--- config.mk ---
export PLATFORM = sky130hd
export DESIGN_NAME = scsi_cmd_decoder
export DESIGN_NICKNAME = d
export VERILOG_FILES = /design/src/rtl/scsi_cmd_pkg.sv /design/src/rtl/scsi_cmd_decode.sv /design/src/rtl/scsi_tgt_check.sv /design/src/rtl/scsi_cmd_decoder.sv
export SDC_FILE = /design/constraint.sdc
export NUM_CORES = 1
export LEC_CHECK = 0
export BUFFER_PORTS_ARGS = -buffer_cell sky130_fd_sc_hd__buf_2
export CAP_MARGIN = 20
export CORE_MARGIN = 2
export CORE_UTILIZATION = 52
export DETAILED_ROUTE_END_ITERATION = 16
export GPL_TIMING_DRIVEN = 0
export PLACE_DENSITY = 0.86
export SYNTH_ARGS = -nofsm -noshare
export SYNTH_HDL_FRONTEND = slang
export SYNTH_SLANG_ARGS = --single-unit
--- constraint.sdc ---
create_clock -name clk -period 5.4 [get_ports clk]
set_input_delay 0 -clock clk [delete_from_list [all_inputs] [get_ports clk]]
set_output_delay 0 -clock clk [all_outputs]
set_load 0.005 [all_outputs]
--- src/rtl/scsi_cmd_pkg.sv ---
package scsi_cmd_pkg;

  typedef enum logic [3:0] {
    OP_NOP, OP_FLUSH, OP_CHIPRST, OP_BUSRST, OP_XFER, OP_CPLT, OP_MSGOK,
    OP_PAD, OP_ATN, OP_SEL, OP_SELATN, OP_SELSTOP, OP_ENSEL, OP_BAD
  } op_e;

  localparam logic [7:0] CAUSE_FC   = 8'h08;
  localparam logic [7:0] CAUSE_BS   = 8'h10;
  localparam logic [7:0] CAUSE_DISC = 8'h20;
  localparam logic [7:0] CAUSE_BRST = 8'h80;

  localparam logic [6:0] ST_TC      = 7'h10;
  localparam logic [6:0] ST_CMDPH   = 7'h02;
  localparam logic [6:0] ST_MSGIN   = 7'h07;
  localparam logic [2:0] STEP_DONE  = 3'd4;

  // Operation field to operation kind; anything unlisted is OP_BAD.
  function automatic op_e decode_op(input logic [6:0] code);
    case (code)
      7'h00: return OP_NOP;
      7'h01: return OP_FLUSH;
      7'h02: return OP_CHIPRST;
      7'h03: return OP_BUSRST;
      7'h10: return OP_XFER;
      7'h11: return OP_CPLT;
      7'h12: return OP_MSGOK;
      7'h18: return OP_PAD;
      7'h1A: return OP_ATN;
      7'h41: return OP_SEL;
      7'h42: return OP_SELATN;
      7'h43: return OP_SELSTOP;
      7'h44: return OP_ENSEL;
      default: return OP_BAD;
    endcase
  endfunction

  // Status after a data-phase entry: terminal count plus data-in or
  // data-out, or the old value when no data is expected.
  function automatic logic [6:0] data_phase(input logic [6:0] cur,
                                            input logic len_pos,
                                            input logic len_zero);
    if (len_zero) return cur;
    return ST_TC | {6'd0, len_pos};
  endfunction

endpackage

--- src/rtl/scsi_cmd_decode.sv ---
module scsi_cmd_decode
  import scsi_cmd_pkg::*;
(
  input  logic [7:0] cmd_byte,
  output op_e        op,
  output logic       dma_bit,
  output logic       defined
);
  assign op      = decode_op(cmd_byte[6:0]);
  assign dma_bit = cmd_byte[7];
  assign defined = (op != OP_BAD);
endmodule

--- src/rtl/scsi_tgt_check.sv ---
module scsi_tgt_check #(
  parameter int NUM_TGT = 8,
  parameter int LEN_W   = 16,
  localparam int ID_W   = $clog2(NUM_TGT)
) (
  input  logic [ID_W-1:0]         bus_id,
  input  logic [NUM_TGT-1:0]      tgt_present,
  input  logic signed [LEN_W-1:0] resp_len,
  output logic                    present,
  output logic                    len_pos,
  output logic                    len_zero
);
  assign present  = tgt_present[bus_id];
  assign len_zero = (resp_len == '0);
  assign len_pos  = !resp_len[LEN_W-1] && !len_zero;
endmodule

--- src/rtl/scsi_cmd_decoder.sv ---
module scsi_cmd_decoder
  import scsi_cmd_pkg::*;
#(
  parameter int NUM_TGT = 8,
  parameter int LEN_W   = 16,
  localparam int ID_W   = $clog2(NUM_TGT)
) (
  input  logic                    clk,
  input  logic                    rst_n,
  input  logic                    cmd_we,
  input  logic [7:0]              cmd_byte,
  input  logic                    intr_rd,
  input  logic [ID_W-1:0]         bus_id,
  input  logic [NUM_TGT-1:0]      tgt_present,
  input  logic signed [LEN_W-1:0] resp_len,
  input  logic                    rst_rpt_dis,
  output logic [7:0]              status_q,
  output logic [7:0]              intr_q,
  output logic [2:0]              seq_q,
  output logic                    irq,
  output logic                    dma_mode,
  output logic                    cmd_collect,
  output logic                    flags_clr,
  output logic                    chip_rst_stb
);

  op_e  op;
  logic dma_bit, defined, present, len_pos, len_zero;

  scsi_cmd_decode u_dec (
    .cmd_byte (cmd_byte),
    .op       (op),
    .dma_bit  (dma_bit),
    .defined  (defined)
  );

  scsi_tgt_check #(.NUM_TGT(NUM_TGT), .LEN_W(LEN_W)) u_tgt (
    .bus_id      (bus_id),
    .tgt_present (tgt_present),
    .resp_len    (resp_len),
    .present     (present),
    .len_pos     (len_pos),
    .len_zero    (len_zero)
  );

  // Named events for the assertions.
  logic ev_cmd, ev_sel, ev_miss, ev_ack;
  assign ev_cmd  = cmd_we && defined;
  assign ev_sel  = ev_cmd && (op == OP_SEL || op == OP_SELATN || op == OP_SELSTOP);
  assign ev_miss = ev_sel && !present;
  assign ev_ack  = intr_rd && !cmd_we;

  logic [6:0] st_q, st_d;
  logic [7:0] in_d;
  logic [2:0] sq_d;
  logic       irq_d, dma_d, col_d, fc_d, cr_d;

  always_comb begin
    st_d  = st_q;
    in_d  = intr_q;
    sq_d  = seq_q;
    irq_d = irq;
    dma_d = dma_mode;
    col_d = cmd_collect;
    fc_d  = 1'b0;
    cr_d  = 1'b0;
    if (ev_cmd) begin
      dma_d = dma_bit;
      if (ev_miss) begin
        st_d  = '0;
        in_d  = CAUSE_DISC;
        sq_d  = '0;
        irq_d = 1'b1;
        col_d = 1'b0;
      end else begin
        unique case (op)
          OP_FLUSH: begin
            in_d = CAUSE_FC;
            sq_d = '0;
            fc_d = 1'b1;
          end
          OP_CHIPRST: begin
            st_d  = '0;
            in_d  = '0;
            sq_d  = '0;
            irq_d = 1'b0;
            dma_d = 1'b0;
            col_d = 1'b0;
            cr_d  = 1'b1;
          end
          OP_BUSRST: begin
            in_d = CAUSE_BRST;
            if (!rst_rpt_dis) irq_d = 1'b1;
          end
          OP_XFER: begin
            if (cmd_collect) begin
              col_d = 1'b0;
              st_d  = data_phase(st_q, len_pos, len_zero);
              in_d  = CAUSE_BS | CAUSE_FC;
              sq_d  = STEP_DONE;
              irq_d = 1'b1;
            end else if (dma_bit) begin
              st_d[4] = 1'b0;
            end
          end
          OP_CPLT: begin
            in_d  = CAUSE_FC;
            st_d  = st_q | ST_MSGIN;
            irq_d = 1'b1;
          end
          OP_MSGOK: begin
            in_d  = CAUSE_DISC;
            sq_d  = '0;
            fc_d  = 1'b1;
            irq_d = 1'b1;
          end
          OP_PAD: begin
            st_d = ST_TC;
            in_d = CAUSE_FC;
            sq_d = '0;
          end
          OP_SEL, OP_SELATN: begin
            st_d  = data_phase(st_q, len_pos, len_zero);
            in_d  = CAUSE_BS | CAUSE_FC;
            sq_d  = STEP_DONE;
            irq_d = 1'b1;
            col_d = 1'b0;
          end
          OP_SELSTOP: begin
            st_d  = ST_TC | ST_CMDPH;
            in_d  = CAUSE_BS | CAUSE_FC;
            sq_d  = STEP_DONE;
            irq_d = 1'b1;
            col_d = 1'b1;
          end
          OP_ENSEL: in_d = '0;
          default: ;
        endcase
      end
    end else if (ev_ack) begin
      in_d    = '0;
      st_d[4] = 1'b0;
      sq_d    = STEP_DONE;
      irq_d   = 1'b0;
    end
  end

  always_ff @(posedge clk or negedge rst_n) begin
    if (!rst_n) begin
      st_q         <= '0;
      intr_q       <= '0;
      seq_q        <= '0;
      irq          <= 1'b0;
      dma_mode     <= 1'b0;
      cmd_collect  <= 1'b0;
      flags_clr    <= 1'b0;
      chip_rst_stb <= 1'b0;
    end else begin
      st_q         <= st_d;
      intr_q       <= in_d;
      seq_q        <= sq_d;
      irq          <= irq_d;
      dma_mode     <= dma_d;
      cmd_collect  <= col_d;
      flags_clr    <= fc_d;
      chip_rst_stb <= cr_d;
    end
  end

  assign status_q = {irq, st_q};

  // Assertions guarding the update logic.
  assert_undef_hold_R2: assert property (@(posedge clk) disable iff (!rst_n)
    (cmd_we && !defined) |=> ($stable(status_q) && $stable(intr_q) && $stable(seq_q)
                              && $stable(dma_mode) && !flags_clr && !chip_rst_stb));

  assert_chip_clear_R4: assert property (@(posedge clk) disable iff (!rst_n)
    (ev_cmd && op == OP_CHIPRST) |=> (status_q == 8'h00 && intr_q == 8'h00
                                      && !cmd_collect && chip_rst_stb));

  assert_busrst_quiet_R5: assert property (@(posedge clk) disable iff (!rst_n)
    (ev_cmd && op == OP_BUSRST && rst_rpt_dis && !irq) |=> (!irq && intr_q == CAUSE_BRST));

  assert_miss_disc_R8: assert property (@(posedge clk) disable iff (!rst_n)
    ev_miss |=> (irq && intr_q == CAUSE_DISC && seq_q == 3'd0 && !cmd_collect));

  assert_stop_collect_R10: assert property (@(posedge clk) disable iff (!rst_n)
    (ev_sel && present && op == OP_SELSTOP) |=> (cmd_collect && status_q[6:0] == 7'h12));

  assert_ack_lower_R14: assert property (@(posedge clk) disable iff (!rst_n)
    ev_ack |=> (!irq && intr_q == 8'h00 && seq_q == STEP_DONE && !status_q[4]));

  assert_strobe_excl_R4: assert property (@(posedge clk) disable iff (!rst_n)
    $onehot0({flags_clr, chip_rst_stb}));

endmodule

==> results of run 1 <==
## critical path, cell delays in order, from the launching register on
cell and delay, ns:
dfrtp_1 0.45, or4_4 0.51, o41ai_4 0.26, nor2_2 0.15, o22a_4 0.30, mux2_4 0.30
## synthesized netlist by cell type (3+ instances only)
master / count / share of area [%]
nand3b_1: 5 / 2.5
a211oi_1: 3 / 1.5
o21ai_0: 11 / 3.7
nand2b_1: 4 / 1.7
a21o_1: 3 / 1.5
mux2_2: 3 / 2.2
or3_1: 6 / 2.5
nor4_1: 5 / 2.1
and2_1: 5 / 2.1
buf_4: 7 / 3.5
nor2_1: 17 / 4.2
nand4_1: 3 / 1.2
o2bb2ai_1: 3 / 1.7
nor3_1: 6 / 2.0
a21oi_1: 3 / 1.0
dfrtp_1: 17 / 28
a31oi_1: 4 / 1.7
inv_1: 4 / 1.0
nand2_1: 11 / 2.7
o211ai_1: 3 / 1.5
buf_2: 6 / 2.0
## worst max path at each step
stage / cells after the start / endpoint / slack, ns
2_1_floorplan: 5 / intr_q[3]$_DFFE_PN0P_ / 3.44
3_3_place_gp: 5 / intr_q[4]$_DFFE_PN0P_ / 3.35
3_5_place_dp: 5 / intr_q[3]$_DFFE_PN0P_ / 3.35
4_1_cts: 5 / intr_q[4]$_DFFE_PN0P_ / 3.32
5_1_grt: 5 / intr_q[4]$_DFFE_PN0P_ / 3.25
6_report: 5 / intr_q[4]$_DFFE_PN0P_ / 3.30
## what timing repair did
item / 4_1_cts / 5_1_grt
endpoints found under the hold margin: 18 / 0
buffers inserted: 0 / 0
hold buffers: 2 / 0
## cell families after synthesis
group | Yosys count
and+or+nand+nor | 82
other | 1
muxes | 7
buffers and inverters | 19
DFF | 17
adders and majority gates | 1
AOI/OAI and AO/OA | 50
## power breakdown
part	leakage (nW)	internal, mW	switching (mW)
Sequential	0.226	0.131	0.00222
Clock	0.0177	0.0275	0.0380
Combinational	0.653	0.0359	0.0400
Total	0.896	0.194	0.0802
## area by class of cell
type,instances,area (um2),share of cell area [%]
inverter,4,15.0,0.798
tap,31,38.8,2.06
buffer,15,97.6,5.19
timing repair buffer,56,290,15.4
clock buffer,3,22.5,1.20
clock inverter,1,5.00,0.266
multi-input combinational,146,986,52.4
sequential,17,425,22.6
## state kept, by name (all words and copies together) (netlist names)
| signal | cells |
|---|---|
| st_q | 7 |
| cmd_collect | 1 |
| irq | 1 |
| intr_q | 4 |
| flags_clr | 1 |
| dma_mode | 1 |
| chip_rst_stb | 1 |
| seq_q | 1 |
## cell usage in the layout (no fill, tap or decap), drive strengths merged, types with 6 or more instances in the layout
cell,instances
nand2,12
or3,6
buf,68
dfrtp,17
nor3,7
o21ai,12
conb,6
nor2,18
## metal layers
layer | share of wire [%] | wire, um | GRT usage, %
met1 | 43 | 1650 | 28.5
met2 | 49 | 1860 | 39.9
met3 | 6.4 | 245 | 4.02
met4 | 1.4 | 54 | 5.32
met5 | 0 | 0 | 0
## metrics by stage
step | std cells | util [%]
after global placement | 267 | 66.5
after CTS | 273 | 68.2
after detailed placement | 267 | 66.5
after global routing | 273 | 68.2
after floorplan | 182 | -
final | 273 | 68.2
==> results.sh, run 1 <==
export IMPL_drc=0
export IMPL_cp_required_ns=5.57
export IMPL_rr_startpoint="cmd_collect$_DFFE_PN0P_"
export IMPL_io_pin_count=64
export IMPL_yosysSeqAreaShare_pct=28.3
export IMPL_via_count=1618
export IMPL_antenna_found_initial=0
export IMPL_wire_per_inst_um=13.9
export IMPL_port_buffers=54
export IMPL_skew_ns=0.00730
export IMPL_fp_dieH_um=57.8
export IMPL_htreeDepth=1
export IMPL_routed_wirelength_um=3810
export IMPL_cts_tree="built"
export IMPL_path_class="flop to flop"
export IMPL_power_density_nw_per_um2=146
export IMPL_post_route_period_util_pct=38.8
export IMPL_drv_cap=0
export IMPL_reg2reg_slack_ns=3.30
export IMPL_clockRootBuffer="clkbuf_4"
export IMPL_track_usage_pct=22.6
export IMPL_cts_made_buffers=3
export IMPL_syn_cell_area_um2=1510
export IMPL_hp_class="input pin to flop"
export IMPL_finalSetupTns_ns=0
export IMPL_final_area_um2=1880
export IMPL_finalNetCount=283
export IMPL_max_freq_mhz=477
export IMPL_synth_xor_area_share_pct=0
export IMPL_setup_violations=0
export IMPL_avgSynthCellArea_um2=8.50
export IMPL_fin_total_pwr_uw=274
export IMPL_tightestPinTransition_ns=0.561
export IMPL_rsz0062_at_grt="false"
export IMPL_startpoint_type="flop"
export IMPL_syn_to_final_growth_pct=24.9
export IMPL_hold_violations=0
export IMPL_async_reset_ff_share_pct=100
export IMPL_grt_pass1_wl_um=5990
export IMPL_synthMuxAreaShare_pct=5.57
export IMPL_worstSkewPairLatency_ns=0.29
export IMPL_core_area_um2=2760
export IMPL_dpl_cell_area_um2=1830
export IMPL_finalCriticalPeriod_ns=2.10
export IMPL_grt_pass1_vias=1436
export IMPL_ir_worst_vdd_uv=219
export IMPL_maxSlewHeadroom_pct=62.3
export IMPL_rr_endpoint="intr_q[4]$_DFFE_PN0P_"
export IMPL_r2r_cells=5
export IMPL_drive_gt1_share_pct=39.3
export IMPL_drt_iter0_drc=52
export IMPL_start_util_pct=54.6
export IMPL_yosysWarnings=0
export IMPL_nFillCells=239
export IMPL_p_leak_nw=0.896
export IMPL_status="completed"
export IMPL_hold_end="chip_rst_stb$_DFF_PN0_"
export IMPL_syn_inst=177
export IMPL_vias_per_cell=5.93
export IMPL_dp_slack_ns=3.35
export IMPL_hold_depth=3
export IMPL_diodes=0
export IMPL_yosys_area_share_simple_pct=31.4
export IMPL_ant_nets=0
export IMPL_ys_flop_type="dfrtp_1"
export IMPL_synth_compound_area_share_pct=26.3
export IMPL_overflow=0
export IMPL_cts_resized=0
export IMPL_critPathArrivalTime_ns=2.27
export IMPL_routabilityCongestion=0.862
export IMPL_layout_setup_ws_ns=3.30
export IMPL_yosys_area_share_adder_pct=0.748
export IMPL_critPathMaxFanout=9
export IMPL_synth_top_family_by_area="simple AND/OR/NAND/NOR gates"
export IMPL_synth_edf_count=0
export IMPL_cts_buffer_depth=2
export IMPL_ys_types=60
export IMPL_die_w_um=57.8
export IMPL_end_kind="flop"
export IMPL_clock_sinks=17
export IMPL_cts_clk_slew_worst_paths_ns=0.10
export IMPL_startpoint="cmd_collect$_DFFE_PN0P_"
export IMPL_dpl_hpwl_um=3030
export IMPL_dieArea_um2=3340
export IMPL_rows=19
export IMPL_fin_hold_ws_ns=0.135
export IMPL_synth_seq_cells=17
export IMPL_maxSlewViolCount=0
export IMPL_hold_path_startpoint="cmd_we"
export IMPL_grt_max_degree=18
export IMPL_drtPass1Iterations=5
(Power assumes the default switching activity.)
==> run 2: changes to the inputs <==
--- a/config.mk
+++ b/config.mk
@@ -8,10 +8,10 @@
 export BUFFER_PORTS_ARGS = -buffer_cell sky130_fd_sc_hd__buf_2
 export CAP_MARGIN = 20
 export CORE_MARGIN = 2
-export CORE_UTILIZATION = 52
+export CORE_UTILIZATION = 48
 export DETAILED_ROUTE_END_ITERATION = 16
 export GPL_TIMING_DRIVEN = 0
-export PLACE_DENSITY = 0.86
+export PLACE_DENSITY = 0.8
 export SYNTH_ARGS = -nofsm -noshare
 export SYNTH_HDL_FRONTEND = slang
 export SYNTH_SLANG_ARGS = --single-unit
==> constraint.sdc (replaced) <==
create_clock -name clk -period 2.2 [get_ports clk]
set_input_delay 0 -clock clk [delete_from_list [all_inputs] [get_ports clk]]
set_output_delay 0 -clock clk [all_outputs]
set_load 0.005 [all_outputs]
==> results.sh, run 2 (same netlist as run 1, synthesis figures left out) <==
export IMPL_status="completed"
export IMPL_nFillCells=283
export IMPL_dieArea_um2=3600
export IMPL_fin_total_pwr_uw=673
export IMPL_hold_path_startpoint="cmd_we"
export IMPL_maxSlewViolCount=0
export IMPL_drt_iter0_drc=51
export IMPL_rows=20
export IMPL_pwr_share_clk_pct=24.2
export IMPL_routed_wirelength_um=3780
export IMPL_tightestPinTransition_ns=0.509
export IMPL_hp_class="input pin to flop"
export IMPL_crit_path_top_delay_cell="or4_4"
export IMPL_power_frac_comb_pct=27.4
export IMPL_core_area_um2=3030
export IMPL_ir_worst_vdd_uv=241
export IMPL_largest_register_ffs=7
export IMPL_end_kind="flop"
export IMPL_hold_depth=3
export IMPL_cts_made_buffers=3
export IMPL_grt_max_degree=18
export IMPL_hold_violations=0
export IMPL_drc=0
export IMPL_met2_usage_pct=39.8
export IMPL_routabilityCongestion=0.879
export IMPL_critPathMaxFanout=9
export IMPL_antenna_found_initial=0
export IMPL_dpl_hpwl_um=3080
export IMPL_power_density_nw_per_um2=355
export IMPL_die_w_um=60
export IMPL_track_usage_pct=21.8
export IMPL_grt_pass1_vias=1437
export IMPL_pwr_share_seq_pct=48.3
export IMPL_path_class="flop to flop"
export IMPL_grt_util_met1_pct=28.0
export IMPL_start_util_pct=49.7
export IMPL_io_pin_count=64
export IMPL_hold_end="chip_rst_stb$_DFF_PN0_"
export IMPL_p_sw_share_pct=29.2
export IMPL_top_register="st_q"
export IMPL_diodes=0
export IMPL_reg_largest_list="st_q (7), intr_q (4)"
export IMPL_post_route_period_util_pct=94.6
export IMPL_syn_to_final_growth_pct=26.0
export IMPL_grt_pass1_wl_um=6070
export IMPL_p_leak_nw=0.896
export IMPL_port_buffers=54
export IMPL_rsz0062_at_grt="false"
export IMPL_clockRootBuffer="clkbuf_4"
export IMPL_maxSlewHeadroom_pct=65.7
export IMPL_finalNetCount=283
export IMPL_reg2reg_slack_ns=0.12
export IMPL_cts_setup_buffers=0
export IMPL_ant_nets=0
export IMPL_drv_cap=0
export IMPL_finalSetupTns_ns=0
export IMPL_max_freq_mhz=480
export IMPL_fp_dieH_um=60
export IMPL_drtPass1Iterations=4
export IMPL_critPathArrivalTime_ns=2.26
export IMPL_switchingPower_uw=197
export IMPL_final_common_cell="buf_2"
export IMPL_setup_violations=0
export IMPL_groute_layer_met3_usage_pct=4.55
export IMPL_cts_buffer_depth=2
export IMPL_clock_sinks=17
export IMPL_cts_clk_slew_worst_paths_ns=0.10
export IMPL_r2r_cells=5
export IMPL_top_usage_layer="met2"
export IMPL_wire_per_inst_um=13.2
export IMPL_cp_slowest_stage_delay_ns=0.51
export IMPL_startpoint_type="flop"
export IMPL_worstSkewPairLatency_ns=0.29
export IMPL_htreeDepth=1
export IMPL_drive_gt1_share_pct=39.3
export IMPL_cts_tree="built"
export IMPL_overflow=0
export IMPL_vias_per_cell=5.52
export IMPL_intPower_uw=477
export IMPL_rr_startpoint="cmd_collect$_DFFE_PN0P_"
export IMPL_skew_ns=0.00792
export IMPL_worstPathCellList="or4_4 -> o41ai_4 -> nor2_2 -> o22a_4 -> mux2_4"
export IMPL_layout_common_cells="buf_2 (60), nor2_1 (17), dfrtp_1 (17)"
export IMPL_rr_endpoint="intr_q[4]$_DFFE_PN0P_"
export IMPL_via_count=1578
export IMPL_finalCriticalPeriod_ns=2.08
export IMPL_cp_required_ns=2.37
run 2: cell counts in the layout (fill, tap and decap cells not counted):
No cell type changed its count.
run 2: how the worst max path moves through the flow:
stage	startpoint	end	depth (start not counted)
detailed placement	cmd_collect$_DFFE_PN0P_	intr_q[4]$_DFFE_PN0P_	5
global placement	cmd_collect$_DFFE_PN0P_	intr_q[3]$_DFFE_PN0P_	5
floorplan	cmd_collect$_DFFE_PN0P_	intr_q[3]$_DFFE_PN0P_	5
global route	cmd_collect$_DFFE_PN0P_	intr_q[4]$_DFFE_PN0P_	5
CTS	cmd_collect$_DFFE_PN0P_	intr_q[4]$_DFFE_PN0P_	5
finish	cmd_collect$_DFFE_PN0P_	intr_q[4]$_DFFE_PN0P_	5
run 2: power groups by stage:
stage | Combinational, mW | Clock [mW] | Sequential, mW
2_1_floorplan | 0.107 | 0 | 0.333
4_1_cts | 0.185 | 0.168 | 0.326
3_3_place_gp | 0.178 | 0 | 0.332
3_5_place_dp | 0.181 | 0 | 0.332
6_report | 0.185 | 0.163 | 0.326
5_1_grt | 0.207 | 0.184 | 0.327
run 2: layer usage:
layer,vias up,wire (um)
met3,0,223
met1,731,1710
li1,789,-
met5,-,0
met4,0,0
met2,58,1850
run 2: repair_timing:
action,CTS,global route
hold buffers,2,0
gates resized for setup,0,0
hold endpoints to repair,18,0
endpoints found under the setup margin,0,0
run 2: worst max-delay path: cells and delay by family, from the launching register on:
kind	cells	cell delay, ns
AO/OA/AOI/OAI	2	0.55
flip-flops	1	0.46
multiplexers	1	0.30
AND/OR/NAND/NOR	2	0.65
run 2: stage by stage:
step | util (%) | area, um2 | hold WS [ns] | setup slack (ns) | instances
2_1_floorplan | - | 1520 | -0.296 | 0.236 | 182
3_3_place_gp | 61.1 | 1850 | -0.0701 | 0.151 | 280
5_1_grt | 62.6 | 1900 | 0.134 | 0.0298 | 286
4_1_cts | 62.6 | 1900 | 0.105 | 0.110 | 286
3_5_place_dp | 61.1 | 1850 | -0.0656 | 0.130 | 280
6_report | 62.6 | 1900 | 0.114 | 0.118 | 286
run 2: final cells by class:
cell class / instances / area (um2) / share of cell area (%)
Timing Repair Buffer: 56 / 290 / 15.3
Buffer: 15 / 97.6 / 5.15
Clock inverter: 1 / 5.00 / 0.264
Clock buffer: 3 / 22.5 / 1.19
Inverter: 4 / 15.0 / 0.792
Sequential cell: 17 / 425 / 22.4
Tap cell: 44 / 55.1 / 2.90
Multi-Input combinational cell: 146 / 986 / 52.0
